--- src/rtl/lfb_pkg.sv ---
// Shared definitions for the line-fill buffer pair.
// Assumes: side 0 is the operand (data) buffer and side 1 the instruction buffer.
package lfb_pkg;

    typedef enum logic [1:0] {
        MODE_INSTR_ONLY = 2'b00,
        MODE_DATA_ONLY  = 2'b01,
        MODE_SPLIT      = 2'b10,
        MODE_SPLIT_ALT  = 2'b11
    } lfb_mode_e;

    localparam int unsigned SIDE_DATA  = 0;
    localparam int unsigned SIDE_INSTR = 1;
    localparam int unsigned SIDES      = 2;

    // Tells whether the buffer of one side is in use under a given mode.
    function automatic logic side_in_use(input logic [1:0] mode, input logic is_instr);
        case (lfb_mode_e'(mode))
            MODE_INSTR_ONLY: side_in_use = is_instr;
            MODE_DATA_ONLY:  side_in_use = !is_instr;
            default:         side_in_use = 1'b1;
        endcase
    endfunction

endpackage

--- src/rtl/lfb_entry.sv ---
// One line-fill buffer: line address, per-word valids and word storage.
// Assumes the caller gates start/write with the side select; en_i removes the
// buffer from use without touching its contents.
module lfb_entry #(
    parameter int unsigned WORD_W     = 32,
    parameter int unsigned LINE_WORDS = 4,
    parameter int unsigned TAG_W      = 28,
    localparam int unsigned IDX_W     = $clog2(LINE_WORDS),
    localparam int unsigned LINE_W    = WORD_W * LINE_WORDS
) (
    input  logic              clk,
    input  logic              rst_n,
    input  logic              en_i,
    input  logic              start_i,
    input  logic [TAG_W-1:0]  start_tag_i,
    input  logic              word_we_i,
    input  logic [IDX_W-1:0]  word_idx_i,
    input  logic [WORD_W-1:0] word_i,
    input  logic [TAG_W-1:0]  probe_tag_i,
    input  logic [IDX_W-1:0]  probe_idx_i,
    output logic              probe_hit_o,
    output logic [WORD_W-1:0] probe_word_o,
    output logic              done_o,
    output logic [TAG_W-1:0]  line_tag_o,
    output logic [LINE_W-1:0] line_o
);

    logic [TAG_W-1:0]      tag_q;
    logic [LINE_WORDS-1:0] valid_q;
    logic [LINE_WORDS-1:0] valid_nxt;
    logic [WORD_W-1:0]     words_q [LINE_WORDS];
    logic                  pushed_q;
    logic                  start_ok;
    logic                  we_ok;

    assign start_ok = en_i && start_i;
    assign we_ok    = en_i && word_we_i;

    // Next valids: a new miss clears them, an arriving word sets its own bit.
    always_comb begin
        valid_nxt = start_ok ? '0 : valid_q;
        if (we_ok) begin
            valid_nxt[word_idx_i] = 1'b1;
        end
    end

    // Line address, valids and the write-back-issued flag.
    always_ff @(posedge clk) begin
        if (!rst_n) begin
            tag_q    <= '0;
            valid_q  <= '0;
            pushed_q <= 1'b0;
        end else begin
            valid_q <= valid_nxt;
            if (start_ok) begin
                tag_q    <= start_tag_i;
                pushed_q <= 1'b0;
            end else if (done_o) begin
                pushed_q <= 1'b1;
            end
        end
    end

    // Word storage; contents are qualified by valid_q, so no reset is needed.
    always_ff @(posedge clk) begin
        if (we_ok) begin
            words_q[word_idx_i] <= word_i;
        end
    end

    assign probe_hit_o  = en_i && (tag_q == probe_tag_i) && valid_q[probe_idx_i];
    assign probe_word_o = words_q[probe_idx_i];
    assign done_o       = en_i && (&valid_q) && !pushed_q;
    assign line_tag_o   = tag_q;

    for (genvar w = 0; w < LINE_WORDS; w++) begin : g_line
        assign line_o[w*WORD_W +: WORD_W] = words_q[w];
    end

endmodule

--- src/rtl/lfb_route.sv ---
// Picks the buffer that answers a fetch and the buffer that drives the
// write-back port. Assumes side 1 is instruction, side 0 is data; only one
// buffer can complete per cycle because words arrive one at a time.
module lfb_route #(
    parameter int unsigned WORD_W = 32,
    parameter int unsigned TAG_W  = 28,
    parameter int unsigned LINE_W = 128
) (
    input  logic                  fetch_valid_i,
    input  logic                  fetch_instr_i,
    input  logic                  arr_hit_i,
    input  logic [1:0]            hit_vec_i,
    input  logic [1:0][WORD_W-1:0] word_vec_i,
    input  logic [1:0]            done_vec_i,
    input  logic [1:0][TAG_W-1:0] tag_vec_i,
    input  logic [1:0][LINE_W-1:0] line_vec_i,
    output logic                  hit_o,
    output logic [WORD_W-1:0]     hit_data_o,
    output logic                  wb_valid_o,
    output logic                  wb_instr_o,
    output logic [TAG_W-1:0]      wb_tag_o,
    output logic [LINE_W-1:0]     wb_line_o
);

    // Fetch answer: the buffer of the fetch type, yielding to an array hit.
    always_comb begin
        hit_o      = fetch_valid_i && !arr_hit_i && hit_vec_i[fetch_instr_i];
        hit_data_o = word_vec_i[fetch_instr_i];
    end

    // Write-back source: instruction side first, then data side.
    always_comb begin
        wb_instr_o = done_vec_i[1];
        wb_valid_o = |done_vec_i;
        wb_tag_o   = tag_vec_i[wb_instr_o];
        wb_line_o  = line_vec_i[wb_instr_o];
    end

endmodule

--- src/rtl/lfb_pair.sv ---
// Instruction and data line-fill buffers with per-word valids.
// Assumes at most one fill word per cycle (shared bus) and that the cache
// array reports its own hit on arr_hit_i for the same fetch.
module lfb_pair
    import lfb_pkg::*;
#(
    parameter int unsigned ADDR_W     = 32,
    parameter int unsigned WORD_W     = 32,
    parameter int unsigned LINE_WORDS = 4,
    localparam int unsigned BYTE_OFF  = $clog2(WORD_W / 8),
    localparam int unsigned IDX_W     = $clog2(LINE_WORDS),
    localparam int unsigned LINE_OFF  = BYTE_OFF + IDX_W,
    localparam int unsigned TAG_W     = ADDR_W - LINE_OFF,
    localparam int unsigned LINE_W    = WORD_W * LINE_WORDS
) (
    input  logic              clk,
    input  logic              rst_n,
    input  logic [1:0]        mode_i,
    input  logic              miss_start_i,
    input  logic              miss_instr_i,
    input  logic [ADDR_W-1:0] miss_addr_i,
    input  logic              fill_valid_i,
    input  logic              fill_instr_i,
    input  logic [ADDR_W-1:0] fill_addr_i,
    input  logic [WORD_W-1:0] fill_data_i,
    input  logic              fetch_valid_i,
    input  logic              fetch_instr_i,
    input  logic [ADDR_W-1:0] fetch_addr_i,
    input  logic              arr_hit_i,
    output logic              hit_o,
    output logic [WORD_W-1:0] hit_data_o,
    output logic              wb_valid_o,
    output logic              wb_instr_o,
    output logic [TAG_W-1:0]  wb_tag_o,
    output logic [LINE_W-1:0] wb_line_o
);

    logic [SIDES-1:0]             hit_vec;
    logic [SIDES-1:0][WORD_W-1:0] word_vec;
    logic [SIDES-1:0]             done_vec;
    logic [SIDES-1:0][TAG_W-1:0]  tag_vec;
    logic [SIDES-1:0][LINE_W-1:0] line_vec;
    logic                         unused_bits;

    // Address bits that take no part in line or word selection.
    assign unused_bits = ^{miss_addr_i[LINE_OFF-1:0], fill_addr_i[ADDR_W-1:LINE_OFF],
                           fill_addr_i[BYTE_OFF-1:0], fetch_addr_i[BYTE_OFF-1:0]};

    for (genvar s = 0; s < SIDES; s++) begin : g_side
        localparam logic IS_INSTR = (s == SIDE_INSTR);
        logic en;
        logic start;
        logic we;

        // Side enable and side-select of the miss and fill strobes.
        always_comb begin
            en    = side_in_use(mode_i, IS_INSTR);
            start = miss_start_i && (miss_instr_i == IS_INSTR);
            we    = fill_valid_i && (fill_instr_i == IS_INSTR);
        end

        lfb_entry #(
            .WORD_W     (WORD_W),
            .LINE_WORDS (LINE_WORDS),
            .TAG_W      (TAG_W)
        ) u_entry (
            .clk          (clk),
            .rst_n        (rst_n),
            .en_i         (en),
            .start_i      (start),
            .start_tag_i  (miss_addr_i[ADDR_W-1:LINE_OFF]),
            .word_we_i    (we),
            .word_idx_i   (fill_addr_i[LINE_OFF-1:BYTE_OFF]),
            .word_i       (fill_data_i),
            .probe_tag_i  (fetch_addr_i[ADDR_W-1:LINE_OFF]),
            .probe_idx_i  (fetch_addr_i[LINE_OFF-1:BYTE_OFF]),
            .probe_hit_o  (hit_vec[s]),
            .probe_word_o (word_vec[s]),
            .done_o       (done_vec[s]),
            .line_tag_o   (tag_vec[s]),
            .line_o       (line_vec[s])
        );
    end

    lfb_route #(
        .WORD_W (WORD_W),
        .TAG_W  (TAG_W),
        .LINE_W (LINE_W)
    ) u_route (
        .fetch_valid_i (fetch_valid_i),
        .fetch_instr_i (fetch_instr_i),
        .arr_hit_i     (arr_hit_i),
        .hit_vec_i     (hit_vec),
        .word_vec_i    (word_vec),
        .done_vec_i    (done_vec),
        .tag_vec_i     (tag_vec),
        .line_vec_i    (line_vec),
        .hit_o         (hit_o),
        .hit_data_o    (hit_data_o),
        .wb_valid_o    (wb_valid_o),
        .wb_instr_o    (wb_instr_o),
        .wb_tag_o      (wb_tag_o),
        .wb_line_o     (wb_line_o)
    );

endmodule

--- config.mk ---
export PLATFORM = sky130hd
export DESIGN_NAME = lfb_pair
export DESIGN_NICKNAME = d
export VERILOG_FILES = /design/src/rtl/lfb_pkg.sv /design/src/rtl/lfb_entry.sv /design/src/rtl/lfb_route.sv /design/src/rtl/lfb_pair.sv
export SDC_FILE = /design/constraint.sdc
export NUM_CORES = 1
export LEC_CHECK = 0
export CORE_ASPECT_RATIO = 1.2
export CORE_MARGIN = 2
export CORE_UTILIZATION = 51
export CTS_CLUSTER_DIAMETER = 30
export DETAILED_ROUTE_END_ITERATION = 12
export PLACE_DENSITY = 0.81
export SYNTH_ARGS = -nofsm -noshare
export SYNTH_HDL_FRONTEND = slang
export SYNTH_HIERARCHICAL = 1
export SYNTH_SLANG_ARGS = --single-unit
--- constraint.sdc ---
create_clock -name clk -period 4.1 [get_ports clk]
set_clock_uncertainty 0.05 [all_clocks]
set_input_delay 0.41 -clock clk [delete_from_list [all_inputs] [get_ports clk]]
set_output_delay 0.41 -clock clk [all_outputs]
set_load 0.05 [all_outputs]
---- Word level (Yosys, flattened, before mapping) ----
Memory sizes are Yosys's and may differ from the RTL's.
Cells that the tools add are included.
word-level totals
  flip-flop bits (word level) ............. 66
  RAM bits ................................ 256
  input port bits ......................... 139
  output and inout port bits .............. 191
  word-level logic and storage cells ...... 73
  memories kept ........................... 2
memory list
  memory                     depth  width  read ports  clocked after Yosys merged registers in  write ports  RTL line         text
  g_side[0].u_entry.words_q  4      32     5           0                                        1            lfb_entry.sv:31  logic [WORD_W-1:0] words_q [LINE_WORDS];
  g_side[1].u_entry.words_q  4      32     5           0                                        1            lfb_entry.sv:31
cells by class
  $lt $le $gt $ge ......................... 5
  equality and inequality tests ........... 3
  multiplexer cells ....................... 24
  bitwise gates (word level) .............. 5
  reductions and logical operators ........ 28
operators by type and width
  kind                                                                                  number
  128-bit 2-to-1 mux                                                                    2
  32-bit 2-to-1 mux                                                                     2
  28-bit equality test                                                                  2
  28-bit 2-to-1 mux                                                                     2
  1-bit logical AND                                                                     19
  4-bit 2-to-1 mux                                                                      4
  1-bit 2-to-1 mux                                                                      11
  4-bit bitwise OR                                                                      2
  4-bit AND reduction                                                                   2
  2-bit by 3-bit < comparator with 1-bit output (second input constant)                 2
  2-bit OR reduction                                                                    3
  1-bit binary-select mux with 2-bit select                                             2
  1-bit by 2-bit < comparator with 1-bit output (second input constant)                 2
  1-bit zero test                                                                       3
  1-bit NOT                                                                             3
  1-bit demux with 2-bit select                                                         1
  2-bit by 1-bit equality test with 1-bit output (second input constant)                1
  2-bit by 1-bit greater-or-equal comparator with 1-bit output (second input constant)  1
  2-bit zero test                                                                       1

---- Logic depth before layout (Yosys ltp) ----
  word-level depth ........................ 7
  mapped depth ............................ 6
  mapped depth without buffers ............ 6

---- Modules after synthesis ----
The synthesis kept the hierarchy.
modules (own cells, without submodules)
  module                          instances  cells each  area each (µm²)
  lfb_entry at g_side[1].u_entry  1          354         6,244.7
  lfb_entry at g_side[0].u_entry  1          354         6,200.9
  lfb_route                       1          213         2,339.7
  lfb_pair                        1          6           37.5

---- Worst setup path after synthesis ----
OpenSTA, ideal clock, no wires.
  kind .................................... input-to-reg
  from .................................... in mode_i[1]
  to ...................................... mem g_side[1].u_entry.words_q[0][0] (enable)
  data arrival time ....................... 2.905 ns
  required time ........................... 3.586 ns
  path slack .............................. 0.681 ns
  stages on the path ...................... 3
  path buffers ............................ 0
  cell sequence ........................... nand2b_1 > nand2_1 > nor3_1
between the ends
  longest elaborated chain between the ends .. 5
ends and longest elaborated chain
  element                                         RTL line         text
  start: declaration                              lfb_pair.sv:18   input logic [1:0] mode_i,
  2-bit by 1-bit equality test with 1-bit output  lfb_pkg.sv:18    case (lfb_mode_e'(mode))
  1-bit 2-to-1 mux                                lfb_pkg.sv:18
  1-bit logical AND                               lfb_entry.sv:37  assign we_ok = en_i && word_we_i;
  1-bit 2-to-1 mux                                lfb_entry.sv:66  if (we_ok) begin
  1-bit 2-to-1 mux (implied by the code)          lfb_entry.sv:67  words_q[word_idx_i] <= word_i;
  end: declaration                                lfb_entry.sv:31
No other way between the ends.

---- Worst setup path after layout ----
  from .................................... reg g_side[0].u_entry.tag_q[26]
  to ...................................... out hit_o
between the ends
  longest elaborated chain between the ends .. 6
ends and longest elaborated chain
  element                                               RTL line         text
  start: declaration                                    lfb_entry.sv:28  logic [TAG_W-1:0] tag_q;
  start signal: assignment                              lfb_entry.sv:56  tag_q <= start_tag_i;
  28-bit equality test                                  lfb_entry.sv:71  assign probe_hit_o = en_i && (tag_q == probe_tag_i) && valid_q[probe_idx_i];
  1-bit logical AND (2 in series)                       lfb_entry.sv:71
  named net hit_vec[0]                                  lfb_pair.sv:38   logic [SIDES-1:0] hit_vec;
  1-bit 2-to-1 mux (implied by the code) (2 in series)  lfb_route.sv:27  hit_o = fetch_valid_i && !arr_hit_i && hit_vec_i[fetch_instr_i];
  1-bit logical AND                                     lfb_route.sv:27
  end: declaration                                      lfb_pair.sv:30   output logic hit_o,
The timed path passes the listed nets, and every way through them passes these cells. The select of a mux whose other input is x is not followed.

==> impl_metrics.env <==
export IMPL_grt_ovfl_total=0
export IMPL_yosysSeqAreaShare_pct=60.77
export IMPL_yosysUniqueCellTypes=32
export IMPL_cts_buffers=49
export IMPL_yosysTopAreaCell="edfxtp_1"
export IMPL_preCtsSetupSlack_ps=444.6
export IMPL_firstDrtPassIters=5
export IMPL_worstReg2RegStart="g_side[1].u_entry/valid_q[0]"
export IMPL_area_delta_synth_final_pct=33.37
export IMPL_hold_buffers=0
export IMPL_cts_tree="done"
export IMPL_timing_rr_end="g_side[1].u_entry/pushed_q"
export IMPL_die_w_um=159.6
export IMPL_grt_pass1_vias=10010
export IMPL_grt_pass1_wl_um=57790
export IMPL_critical_path_required_ps=3640
export IMPL_critPathCaptureType="primary output"
export IMPL_worstHoldStart="miss_addr_i[13]"
export IMPL_power_density_nw_per_um2=442.1
export IMPL_fmax_mhz=272.1
export IMPL_drc=0
export IMPL_grt_max_degree=67
export IMPL_crit_chain="xor2_1, nor4_1, nand4_1, nor3_2, mux2i_1, nor3b_1, clkdlybuf4s50_1"
export IMPL_rsz0062_at_grt="no"
export IMPL_synthCells=927
export IMPL_avgViaCountPerCell=5.575
export IMPL_slowest_stage="clkdlybuf4s50_1"
export IMPL_die_h_um=190.8
export IMPL_p_leak_nw=6.826
export IMPL_dp_final_hpwl_um=25750
export IMPL_hold_end="g_side[0].u_entry/line_tag_o[9]"
export IMPL_clkTransAtPathRegs_ps=60
export IMPL_portBuffers=293
export IMPL_coreArea_um2=28670
export IMPL_htreeDepth=2
export IMPL_wl_per_cell_um=23.13
export IMPL_hold_path_depth=3
export IMPL_ios=330
export IMPL_synth_top_area_share_pct=51.86
export IMPL_drt_iter0_markers=589
export IMPL_period_needed_ps=3676
export IMPL_track_usage_pct=25.20
export IMPL_critPathLaunchType="flip-flop"
export IMPL_timing_final_max_slew_violations=0
export IMPL_gp_congestion=0.8907
export IMPL_std_cell_rows=68
export IMPL_worstSkewPairLatency_ps=550
export IMPL_die_area_um2=30450
export IMPL_worst_r2r_path_depth=4
export IMPL_slowest_delay_ps=880
export IMPL_setup_violations=0
export IMPL_worst_pin_slew_ps=994.6
export IMPL_worst_r2r_setup_slack_ps=2490
export IMPL_drv_cap=0
export IMPL_status="completed"
export IMPL_final_nets=1382
export IMPL_slew_headroom_pct=33.69
export IMPL_ys_seq_elements=322
export IMPL_finalSetupTns_ps=0
export IMPL_syn_nets=1066
export IMPL_final_util_pct=68.95
export IMPL_worstPathArrival_ps=3220
export IMPL_cts_setup_buffers=0
export IMPL_setup_slack_ps=424.4
export IMPL_fillCellCount=1936
export IMPL_ant_nets=0
export IMPL_critPathMaxFanout=3
export IMPL_synth_area_um2=14820
export IMPL_root_buffer="clkbuf_16"
export IMPL_hold_path_class="primary input to flip-flop"
export IMPL_place_area_um2=18110
export IMPL_hold_slack_ps=388.3
export IMPL_hold_violations=0
export IMPL_via_count=9311
export IMPL_cts_resized=0
export IMPL_power_mw=8.740
export IMPL_fin_cells=1670
export IMPL_clock_sinks=322
export IMPL_grt_antenna_before_repair=3
export IMPL_wl_um=38630
export IMPL_critPathKind="flip-flop to primary output"
export IMPL_yosys_warnings=6
export IMPL_fin_crit_sh_pct=89.65
export IMPL_initial_core_util_pct=51.70
export IMPL_ir_worst_vdd_mv=0.3808
export IMPL_drive_above_1_share_pct=30.84
export IMPL_final_area_um2=19770
export IMPL_dp_cells=1577
export IMPL_synth_area_leaders="edfxtp_1 (52%), mux2_2 (14%), mux4_2 (9.7%), dfxtp_1 (8.9%), xor2_1 (3.2%)"
export IMPL_avgSynthCellArea_um2=15.99
export IMPL_cts_buffer_depth=3
Yosys cell counts, drive strengths merged:
cell      n
nand3     6
and2      4
xor2     54
a21oi     8
dfxtp    66
or2       2
inv       2
mux2    188
nand2b    1
clkbuf    9
mux2i     1
nor3      8
nor4     12
nand2   116
nand4     4
buf      47
o211a     2
xnor2     2
mux4     66
nor2      4
nor3b     3
edfxtp  256
nor2b    10
a21boi   56
routing by layer:
layer / vias up / part of all wire [%] / GRT usage [%]
met5: - / 0.078 / 0
met4: 4 / 3.7 / 10.03
met3: 86 / 8.3 / 6.873
met2: 407 / 51 / 44.64
met1: 4610 / 37 / 29.11
li1: 4204 / - / -
report_power, final:
| group | internal, mW | total, mW | switching, mW | leakage, nW |
|---|---|---|---|---|
| combinational | 0.403 | 0.973 | 0.570 | 3.17 |
| sequential | 3.63 | 3.69 | 0.0554 | 2.86 |
| clock | 2.56 | 4.08 | 1.52 | 0.802 |
cell usage in the layout, fill, tap and decap left out, drive strengths merged, types with 3 or more instances in the layout:
| cell | synthesis | final |
|---|---|---|
| a21boi | 56 | 56 |
| a21oi | 8 | 8 |
| and2 | 4 | 4 |
| buf | 47 | 49 |
| bufinv | 0 | 4 |
| clkbuf | 9 | 56 |
| clkdlybuf4s50 | 0 | 272 |
| clkinv | 0 | 15 |
| clkinvlp | 0 | 5 |
| dfxtp | 66 | 66 |
| edfxtp | 256 | 256 |
| inv | 2 | 14 |
| mux2 | 188 | 188 |
| mux4 | 66 | 66 |
| nand2 | 116 | 116 |
| nand3 | 6 | 6 |
| nand4 | 4 | 4 |
| nor2 | 4 | 4 |
| nor2b | 10 | 10 |
| nor3 | 8 | 8 |
| nor3b | 3 | 3 |
| nor4 | 12 | 12 |
| xor2 | 54 | 54 |
worst max-delay path: cells and delay by family, from the launching register on:
kind	cells	cell delay [ps]
muxes	1	110
and+or+nand+nor	4	1150
DFF	1	340
buffers and inverters	1	880
xor gates and xnor gates	1	170
kinds of logic after synthesis:
group,share of synthesized area (%)
DFF,60.77
muxes,24.43
and+or+nand+nor,5.124
AOI/OAI and AO/OA,3.241
buffers and inverters,3.123
xor gates and xnor gates,3.309
worst max-delay path by stage:
stage	slack, ps	cells past startpoint	endpoint	from
finish	420	7	hit_o	g_side[0].u_entry/line_tag_o[26]
global route	320	7	hit_o	g_side[0].u_entry/line_tag_o[26]
CTS	360	7	hit_o	g_side[0].u_entry/line_tag_o[26]
detailed placement	440	8	hit_o	fetch_addr_i[30]
global placement	480	8	hit_o	fetch_addr_i[30]
floorplan	680	3	g_side[1].u_entry/words_q[0][0]	mode_i[1]
final cells by class:
cell class	instances	area, µm²	area share [%]
Timing Repair Buffer	321	3211	16.24
Sequential cell	322	9009	45.57
Tap cell	385	481.7	2.437
Clock buffer	56	1295	6.551
Multi-Input combinational cell	547	5406	27.35
Clock inverter	36	356.6	1.804
Inverter	2	7.507	0.03797
Antenna cell	1	2.502	0.01266
state kept, by name, indices dropped and copies added, names as in the netlist:
signal,count
g_side.u_entry/pushed_q,2
g_side.u_entry/words_q,256
g_side.u_entry/valid_q,8
g_side.u_entry/line_tag_o,56
Note: power is estimated with default switching activity, not from simulation.
